[src/rtl/enum_field_pkg.sv]
package enum_field_pkg;

    localparam int unsigned FIELD_BYTES = 64;
    localparam int unsigned IDX_W       = $clog2(FIELD_BYTES);

    // byte positions inside the vendor area (decoded by the receiver)
    localparam int unsigned POS_TAG    = 0;
    localparam int unsigned POS_LEN    = 1;
    localparam int unsigned POS_SIG    = 2;
    localparam int unsigned LEN_SIG    = 4;
    localparam int unsigned POS_PORT   = 6;
    localparam int unsigned POS_VER    = 7;
    localparam int unsigned POS_ID     = 10;
    localparam int unsigned LEN_ID     = 16;
    localparam int unsigned POS_SN     = 30;
    localparam int unsigned LEN_SN     = 7;
    localparam int unsigned POS_IPV    = 37;
    localparam int unsigned LEN_IPV    = 2;
    localparam int unsigned POS_CRC    = 39;
    localparam int unsigned LEN_CRC    = 2;
    localparam int unsigned POS_MISC   = 41;
    localparam int unsigned LEN_MISC   = 4;
    localparam int unsigned POS_TIME   = 45;
    localparam int unsigned LEN_TIME   = 10;
    localparam int unsigned POS_SEQ    = 55;
    localparam int unsigned LEN_SEQ    = 2;
    localparam int unsigned POS_STATUS = 57;

    localparam logic [7:0] TAG_VALUE = 8'hE0;
    localparam logic [7:0] LEN_VALUE = 8'h2B;
    localparam logic [7:0] VER_VALUE = 8'h02;

    typedef struct packed {
        logic [8*LEN_TIME-1:0] ts;
        logic                  locked;
        logic                  port;
    } frame_snap_t;

endpackage

[src/rtl/enum_tick_gen.sv]
module enum_tick_gen #(
    parameter int unsigned TICK_CYCLES = 156_250_000
) (
    input  logic clk,
    input  logic rst_n,
    output logic tick_o
);
    localparam int unsigned CW = (TICK_CYCLES > 2) ? $clog2(TICK_CYCLES) : 1;
    localparam logic [CW-1:0] LAST_COUNT = CW'(TICK_CYCLES - 1);

    typedef struct packed {
        logic [CW-1:0] count;
    } tick_state_t;

    tick_state_t state_d, state_q;

    always_comb begin
        state_d = state_q;
        if (state_q.count == LAST_COUNT) begin
            state_d.count = '0;
        end else begin
            state_d.count = state_q.count + 1'b1;
        end
    end

    always_ff @(posedge clk or negedge rst_n) begin
        if (!rst_n) begin
            state_q <= '0;
        end else begin
            state_q <= state_d;
        end
    end

    assign tick_o = (state_q.count == LAST_COUNT);

    initial begin
        assert (TICK_CYCLES >= 2) else $error("TICK_CYCLES must be at least 2");
    end

    // ticks are isolated pulses
    assert_tick_isolated_R9: assert property (
        @(posedge clk) disable iff (!rst_n) tick_o |=> !tick_o);

endmodule

[src/rtl/enum_frame_ctrl.sv]
module enum_frame_ctrl
    import enum_field_pkg::*;
(
    input  logic                  clk,
    input  logic                  rst_n,
    input  logic                  tick_i,
    input  logic                  port_sel_i,
    input  logic [8*LEN_TIME-1:0] ptp_time_i,
    input  logic                  ptp_enabled_i,
    input  logic                  ptp_synced_i,
    input  logic                  tready_i,
    output logic                  tvalid_o,
    output logic                  tlast_o,
    output logic [IDX_W-1:0]      beat_idx_o,
    output logic [15:0]           seq_o,
    output frame_snap_t           snap_o
);
    localparam logic [IDX_W-1:0] LAST_IDX = IDX_W'(FIELD_BYTES - 1);

    typedef struct packed {
        logic              active;
        logic              pending;
        logic [IDX_W-1:0]  idx;
        logic [15:0]       seq;
        frame_snap_t       snap;
    } ctrl_state_t;

    ctrl_state_t state_d, state_q;
    logic        beat_fire;
    logic        at_last;

    always_comb begin
        state_d   = state_q;
        beat_fire = state_q.active && tready_i;
        at_last   = (state_q.idx == LAST_IDX);

        if (beat_fire) begin
            if (at_last) begin
                state_d.active = 1'b0;
                state_d.idx    = '0;
                state_d.seq    = state_q.seq + 16'd1;
            end else begin
                state_d.idx    = state_q.idx + 1'b1;
            end
        end

        if (!state_q.active && state_q.pending) begin
            state_d.active      = 1'b1;
            state_d.pending     = 1'b0;
            state_d.idx         = '0;
            state_d.snap.ts     = ptp_time_i;
            state_d.snap.locked = ptp_enabled_i && ptp_synced_i;
            state_d.snap.port   = port_sel_i;
        end

        // a tick in the same cycle as a start re-arms the request
        if (tick_i) begin
            state_d.pending = 1'b1;
        end
    end

    always_ff @(posedge clk or negedge rst_n) begin
        if (!rst_n) begin
            state_q <= '0;
        end else begin
            state_q <= state_d;
        end
    end

    assign tvalid_o   = state_q.active;
    assign tlast_o    = state_q.active && at_last;
    assign beat_idx_o = state_q.idx;
    assign seq_o      = state_q.seq;
    assign snap_o     = state_q.snap;

    assert_hold_on_stall_R10: assert property (
        @(posedge clk) disable iff (!rst_n)
        (tvalid_o && !tready_i) |=> (tvalid_o && $stable(beat_idx_o) && $stable(snap_o)));

    assert_last_needs_valid_R8: assert property (
        @(posedge clk) disable iff (!rst_n) tlast_o |-> tvalid_o);

    assert_seq_step_R6: assert property (
        @(posedge clk) disable iff (!rst_n)
        (tvalid_o && tready_i && tlast_o) |=> (seq_o == $past(seq_o) + 16'd1));

    assert_tick_queued_R11: assert property (
        @(posedge clk) disable iff (!rst_n) tick_i |=> state_q.pending);

    assert_snapshot_frozen_R5: assert property (
        @(posedge clk) disable iff (!rst_n)
        state_q.active |=> (!state_q.active || $stable(snap_o)));

    assert_seq_quiet_R6: assert property (
        @(posedge clk) disable iff (!rst_n)
        !(tvalid_o && tready_i && tlast_o) |=> $stable(seq_o));

endmodule

[src/rtl/enum_field_mux.sv]
module enum_field_mux
    import enum_field_pkg::*;
#(
    parameter logic [31:0]  SIGNATURE  = 32'h454E554D,
    parameter logic [127:0] BOARD_ID   = '0,
    parameter logic [55:0]  SERIAL_NUM = '0,
    parameter logic [15:0]  IMAGE_CRC  = '0,
    parameter logic [31:0]  MISC_WORD  = '0,
    parameter logic [15:0]  IP_VERSION = '0
) (
    input  logic [IDX_W-1:0] beat_idx_i,
    input  frame_snap_t      snap_i,
    input  logic [15:0]      seq_i,
    output logic [7:0]       tdata_o
);
    logic [7:0] field_bytes [FIELD_BYTES];

    for (genvar b = 0; b < FIELD_BYTES; b++) begin : g_byte
        if (b == POS_TAG) begin : g_tag
            assign field_bytes[b] = TAG_VALUE;
        end else if (b == POS_LEN) begin : g_len
            assign field_bytes[b] = LEN_VALUE;
        end else if (b >= POS_SIG && b < POS_SIG + LEN_SIG) begin : g_sig
            assign field_bytes[b] = SIGNATURE[8*(LEN_SIG-1-(b-POS_SIG)) +: 8];
        end else if (b == POS_PORT) begin : g_port
            assign field_bytes[b] = {7'b0, snap_i.port};
        end else if (b == POS_VER) begin : g_ver
            assign field_bytes[b] = VER_VALUE;
        end else if (b >= POS_ID && b < POS_ID + LEN_ID) begin : g_id
            assign field_bytes[b] = BOARD_ID[8*(LEN_ID-1-(b-POS_ID)) +: 8];
        end else if (b >= POS_SN && b < POS_SN + LEN_SN) begin : g_sn
            assign field_bytes[b] = SERIAL_NUM[8*(b-POS_SN) +: 8];
        end else if (b >= POS_IPV && b < POS_IPV + LEN_IPV) begin : g_ipv
            assign field_bytes[b] = IP_VERSION[8*(b-POS_IPV) +: 8];
        end else if (b >= POS_CRC && b < POS_CRC + LEN_CRC) begin : g_crc
            assign field_bytes[b] = IMAGE_CRC[8*(b-POS_CRC) +: 8];
        end else if (b >= POS_MISC && b < POS_MISC + LEN_MISC) begin : g_misc
            assign field_bytes[b] = MISC_WORD[8*(b-POS_MISC) +: 8];
        end else if (b >= POS_TIME && b < POS_TIME + LEN_TIME) begin : g_time
            assign field_bytes[b] = snap_i.ts[8*(LEN_TIME-1-(b-POS_TIME)) +: 8];
        end else if (b >= POS_SEQ && b < POS_SEQ + LEN_SEQ) begin : g_seq
            assign field_bytes[b] = seq_i[8*(LEN_SEQ-1-(b-POS_SEQ)) +: 8];
        end else if (b == POS_STATUS) begin : g_status
            assign field_bytes[b] = {7'b0, snap_i.locked};
        end else begin : g_zero
            assign field_bytes[b] = 8'h00;
        end
    end

    assign tdata_o = field_bytes[beat_idx_i];

    // the header tag leads every frame
    always_comb begin
        if (beat_idx_i == IDX_W'(POS_TAG)) begin
            assert_tag_first_R1: assert (tdata_o == TAG_VALUE);
        end
    end

endmodule

[src/rtl/enum_field_streamer.sv]
module enum_field_streamer
    import enum_field_pkg::*;
#(
    parameter int unsigned  TICK_CYCLES = 156_250_000,
    parameter logic [31:0]  SIGNATURE   = 32'h454E554D,
    parameter logic [127:0] BOARD_ID    = 128'h0123_4567_89AB_CDEF_FEDC_BA98_7654_3210,
    parameter logic [55:0]  SERIAL_NUM  = 56'h00_0000_0000_0001,
    parameter logic [15:0]  IMAGE_CRC   = 16'h0000,
    parameter logic [31:0]  MISC_WORD   = 32'h0000_0000,
    parameter logic [15:0]  IP_VERSION  = 16'h0100
) (
    input  logic        clk,
    input  logic        rst_n,
    input  logic        port_sel_i,
    input  logic [79:0] ptp_time_i,
    input  logic        ptp_enabled_i,
    input  logic        ptp_synced_i,
    output logic        field_tvalid_o,
    input  logic        field_tready_i,
    output logic [7:0]  field_tdata_o,
    output logic        field_tlast_o
);
    logic             tick;
    logic [IDX_W-1:0] beat_idx;
    logic [15:0]      seq;
    frame_snap_t      snap;

    enum_tick_gen #(
        .TICK_CYCLES (TICK_CYCLES)
    ) u_tick (
        .clk    (clk),
        .rst_n  (rst_n),
        .tick_o (tick)
    );

    enum_frame_ctrl u_ctrl (
        .clk           (clk),
        .rst_n         (rst_n),
        .tick_i        (tick),
        .port_sel_i    (port_sel_i),
        .ptp_time_i    (ptp_time_i),
        .ptp_enabled_i (ptp_enabled_i),
        .ptp_synced_i  (ptp_synced_i),
        .tready_i      (field_tready_i),
        .tvalid_o      (field_tvalid_o),
        .tlast_o       (field_tlast_o),
        .beat_idx_o    (beat_idx),
        .seq_o         (seq),
        .snap_o        (snap)
    );

    enum_field_mux #(
        .SIGNATURE  (SIGNATURE),
        .BOARD_ID   (BOARD_ID),
        .SERIAL_NUM (SERIAL_NUM),
        .IMAGE_CRC  (IMAGE_CRC),
        .MISC_WORD  (MISC_WORD),
        .IP_VERSION (IP_VERSION)
    ) u_mux (
        .beat_idx_i (beat_idx),
        .snap_i     (snap),
        .seq_i      (seq),
        .tdata_o    (field_tdata_o)
    );

    assert_data_stable_R10: assert property (
        @(posedge clk) disable iff (!rst_n)
        (field_tvalid_o && !field_tready_i) |=> $stable(field_tdata_o));

endmodule

[config.mk]
export PLATFORM = sky130hd
export DESIGN_NAME = enum_field_streamer
export DESIGN_NICKNAME = d
export VERILOG_FILES = /design/src/rtl/enum_field_pkg.sv /design/src/rtl/enum_tick_gen.sv /design/src/rtl/enum_frame_ctrl.sv /design/src/rtl/enum_field_mux.sv /design/src/rtl/enum_field_streamer.sv
export SDC_FILE = /design/constraint.sdc
export NUM_CORES = 1
export LEC_CHECK = 0
export BUFFER_PORTS_ARGS = -buffer_cell sky130_fd_sc_hd__buf_4
export CAP_MARGIN = 20
export CELL_PAD_IN_SITES_DETAIL_PLACEMENT = 1
export CELL_PAD_IN_SITES_GLOBAL_PLACEMENT = 2
export CORE_MARGIN = 8
export CORE_UTILIZATION = 36
export CTS_CLUSTER_DIAMETER = 150
export CTS_CLUSTER_SIZE = 14
export DETAILED_ROUTE_END_ITERATION = 10
export HOLD_SLACK_MARGIN = 0.03
export PLACE_DENSITY = 0.85
export SETUP_SLACK_MARGIN = 0.3
export SLEW_MARGIN = 15
export SYNTH_ARGS = -nofsm -noshare
export SYNTH_HDL_FRONTEND = slang
export SYNTH_SLANG_ARGS = --single-unit
[constraint.sdc]
create_clock -name clk -period 3.35 [get_ports clk]
set_clock_uncertainty 0.2 [all_clocks]
set_input_delay 0.8375 -clock clk [delete_from_list [all_inputs] [get_ports clk]]
set_output_delay 0.8375 -clock clk [all_outputs]
set_load 0.01 [all_outputs]
Word-level counts from Yosys, hierarchy flattened
Index checks and enable logic that the tools add are counted.
- bits in registers: 134
- latch bits: 0
- bits in writable memories: 0
- memory bits (read-only): 0
- output and inout bits: 10
- logic and storage cells: 36
- memories: 0
- add/subtract/negate cells: 3
- $mul: 0
- div/mod/pow operators: 0
- order comparisons: 1
- equal/unequal tests: 2
- shifts and indexed selects: 0
- multiplexer cells: 11
- bitwise operators: 1
- reductions and logical operators: 10
- operators with widths (kind ; count):
    binary-select mux 8 bit (select 6 bit) ; 1
    adder 28 x 1 -> 28 bit (second input constant) ; 1
    == test 28 bit (second input constant) ; 1
    two-way mux 28 bit ; 1
    two-way mux 8 bit ; 3
    two-way mux 22 bit ; 1
    adder 16 x 1 -> 16 bit (second input constant) ; 1
    two-way mux 16 bit ; 1
    greater-or-equal comparator 7 bit (second input constant) ; 1
    inverter 6 -> 7 bit ; 1
    adder 6 x 1 -> 6 bit (second input constant) ; 1
    == test 6 bit (second input constant) ; 1
    two-way mux 6 bit ; 1
    nonzero test 2 bit ; 3
    logical AND 1 bit ; 4
    AND reduction 2 bit ; 2
    two-way mux 1 bit ; 3
    zero test 1 bit ; 1

Logic depth before layout (Yosys ltp)
- depth in word-level cells: 5
- gate-level depth with buffers: 9
- gate-level depth less buffers: 6

Cells and area by module
A second synthesis with hierarchy kept.
- cell total of the unflattened synthesis: 665
- area, all modules: 7632.3 µm²
- modules (own cells, without submodules) (module ; times used ; cells an instance ; area an instance (µm²)):
    enum_frame_ctrl ; 1 ; 386 ; 4994.8
    enum_tick_gen ; 1 ; 124 ; 1380.1
    enum_field_mux ; 1 ; 155 ; 1257.5

Least setup slack after synthesis
No wires, ideal clock.
- kind: reg2out
- start: register u_ctrl.state_q, in the netlist u_ctrl.beat_idx_o[0]
- end: output field_tdata_o[1]
- arrival time: 1908 ps
- path slack: 404 ps
- cell stages (with the launch flop): 9
- cell sequence: dfrtp_1 -> buf_6 -> buf_6 -> buf_6 -> inv_1 -> ha_1 -> nor3_1 -> o31ai_1 -> a2bb2oi_1
- word-level cells in the longest chain between the ends: 4
- RTL lines (element ; RTL line ; source):
    start: declaration ; enum_frame_ctrl.sv:28 ; ctrl_state_t state_d, state_q;
    start signal: assignment ; enum_frame_ctrl.sv:66 ; state_q <= state_d;
    inverter 6 -> 7 bit (implied by the code) ; enum_field_mux.sv:50 ; assign tdata_o = field_bytes[beat_idx_i];
    binary-select mux 8 bit (select 6 bit) ; enum_field_mux.sv:50 ;
    two-way mux 8 bit (implied by the code) (2 in series) ; enum_field_mux.sv:50 ;
    end: declaration ; enum_field_streamer.sv:20 ; output logic [7:0] field_tdata_o,
Every way passes these cells. The select of a mux whose other input is x is not followed.

Worst setup path in the final report
Ends and elaborated chain as after synthesis.

==> out/qor.yml <==
ys_async_sr_fraction: 1.00
post-place-ws_ns: 0.268
grt_overflow: 0
p_leak_nw: 3.80
hold_viol: 0
max_cap_violations: 0
gp_congestion: 0.896
crit_path_top_delay_cell: "dfrtp_2"
placed_cell_area_um2: 7830
clk_path_buf_depth: 2
yosys_warnings: 0
synth_edf_count: 0
whs_ns: 0.227
design_area_um2: 8530
rsz0062_at_grt: "true"
start_util: 0.367
first_global_vias: 6150
io_buffer_count: 95
vdd_ir_drop_max_mv: 0.330
ys_dominant_reg_cell: "dfrtp_1"
dpl.hpwl_um: 15300
relSlewSlack: 0.494
final_common_cell: "nand2_1"
timing.rr.end: "u_ctrl.seq_o[15]"
drive_gt1_frac: 0.234
tightest_slew_ns: 0.757
synth_top_cell_area_share: 0.491
hold_path_class: "primary input to asynchronous set/reset pin"
synth_area_leaders: "dfrtp_1 (49%), nand2_1 (15%), mux4_1 (3.1%)"
failed_checks: "setup timing"
ys_seq_area_frac: 0.491
finalCriticalPeriod_ns: 3.38
crit_buf_inv: 3
die_x_um: 154
syn2layout_area_growth_pct: 24.8
max_stage_delay_ns: 0.49
status: "complete, but fails checks"
nets: 917
grt_pass1_wl_um: 33500
cp_common_cell: "buf_4"
cts_sinks: 134
cp_max_fo: 5
wirelength_um: 20400
wire_per_inst_um: 19.1
total_power_mw: 4.55
first_pass_iters: 4
power_density_nw_per_um2: 533
critPathRequiredTime_ns: 2.31
reg2reg_from: "u_ctrl.beat_idx_o[0]"
synth.largest_area_cell: "dfrtp_1"
grt_usage: 0.178
period_share: 1.01
cts_tree: "done"
setup_viol: 2
vias: 5596
pin_count: 96
vias_per_cell: 5.25
ant_nets: 0
grt_max_degree: 56
h-tree-depth: 4
syn_avg_cell_area_um2: 9.52
antenna_found_initial: 0
layout_common_cells: "nand2_1 (272), dfrtp_1 (133), buf_4 (111)"
fp.dieH_um: 154
drv_slew: 0
insertion_delay_ns: 0.42
crit_chain: "buf_4 > inv_1 > ha_2 > nor3_1 > o31ai_2 > a2bb2oi_1 > buf_4"
yosysUniqueCellTypes: 59
synthCells: 718
die_area_um2: 23600
syn_nets: 816
fmax_ghz: 0.296
numCtsBuffers: 17
fin_cells: 1066
rows: 50
reg2reg_depth: 6
rrSetupSlack_ns: 0.80
core_um2: 18600
arrival_ns: 2.34
cts_root_buf: "clkbuf_16"
worstSetupStartpoint: "u_ctrl.beat_idx_o[0]"
startpoint_type: "register"
drc_errors: 0
crit_family: "compound AO/OA/AOI/OAI gates"
critical_path_class: "register to primary output"
setup_ws_ns: -0.0290
synth_area_um2: 6830
drt_iter0_drc: 365
antenna_cells: 0
synth-seq-cells: 134
clk_pin_slew_ns: 0.07
end_kind: "primary output"
placed_cells: 1028
## Yosys cell counts (all sizes together) (3+ instances only)
library cell  instances
or3                   3
inv                   5
o31ai                 4
a221oi                7
and3                  9
xor2                 13
nor4                  4
and2                  5
mux2i                16
a31oi                 7
ha                   12
nor2b                 4
buf                  16
nand2               273
nor2                 23
nor3                 10
a21oi                15
dfrtp               134
a211oi                4
o21ai                12
mux2                  7
xnor2                24
o2bb2ai               4
nand3                22
a22oi                 3
nand4                17
and4                  6
clkbuf               21
mux4                 14
o221ai                3
## cells by family after synthesis
family | count (synthesis) | share of synthesized area
simple gates | 388 | 0.256
flops | 134 | 0.491
compound gates | 66 | 0.0665
buf+inv | 44 | 0.0315
xor+xnor | 37 | 0.0474
mux | 37 | 0.0861
fa+ha+maj | 12 | 0.0220
## through the flow
step | TNS (ns) | utilization
after detailed placement | 0 | 0.420
after floorplan | 0 | -
after CTS | -0.0442 | 0.455
after global placement | 0 | 0.420
after global routing | -0.328 | 0.457
final | -0.0433 | 0.457
## routing by layer
layer | part of all wire | vias to the layer above | global-route usage
met4 | 0.016 | 0 | 0.0532
met2 | 0.50 | 100 | 0.298
li1 | - | 2652 | -
met5 | 0 | - | 0
met3 | 0.034 | 22 | 0.0384
met1 | 0.45 | 2822 | 0.228
## power by group
group / switching (mW) / internal (mW) / leakage, nW
Sequential: 0.0239 / 1.64 / 1.42
Combinational: 0.594 / 0.480 / 2.12
Clock: 0.773 / 1.04 / 0.267
## layout make-up
cell class / instances / area (um^2)
timing repair buffer: 119 / 967
tap: 234 / 293
inverter: 7 / 28.8
multi-input combinational: 540 / 3310
clock buffer: 18 / 429
clock inverter: 14 / 141
sequential: 134 / 3350
fill: 2164 / 10100
## worst max-delay path by stage
| stage | endpoint | slack (ns) | cells past startpoint |
|---|---|---|---|
| finish | field_tdata_o[1] | -0.03 | 7 |
| global route | field_tdata_o[2] | -0.09 | 6 |
| CTS | field_tdata_o[2] | -0.02 | 6 |
| detailed placement | field_tdata_o[5] | 0.27 | 6 |
| global placement | field_tdata_o[0] | 0.35 | 6 |
| floorplan | field_tdata_o[1] | 0.40 | 8 |
## state kept, by name, summed over array words and instances (netlist names)
signal             cells
u_tick.state_q        28
u_ctrl.state_q         1
u_ctrl.seq_o          16
u_ctrl.beat_idx_o      6
u_ctrl.tvalid_o        1
u_ctrl.snap_o         82
## repair_timing
item	in CTS	in global routing
buffers inserted	5	1
gates cloned	0	0
resized for setup	10	14
setup endpoints to repair	9	9
pin swaps	2	2
hold buffers	0	0
Note: power is estimated with default switching activity, not from simulation.
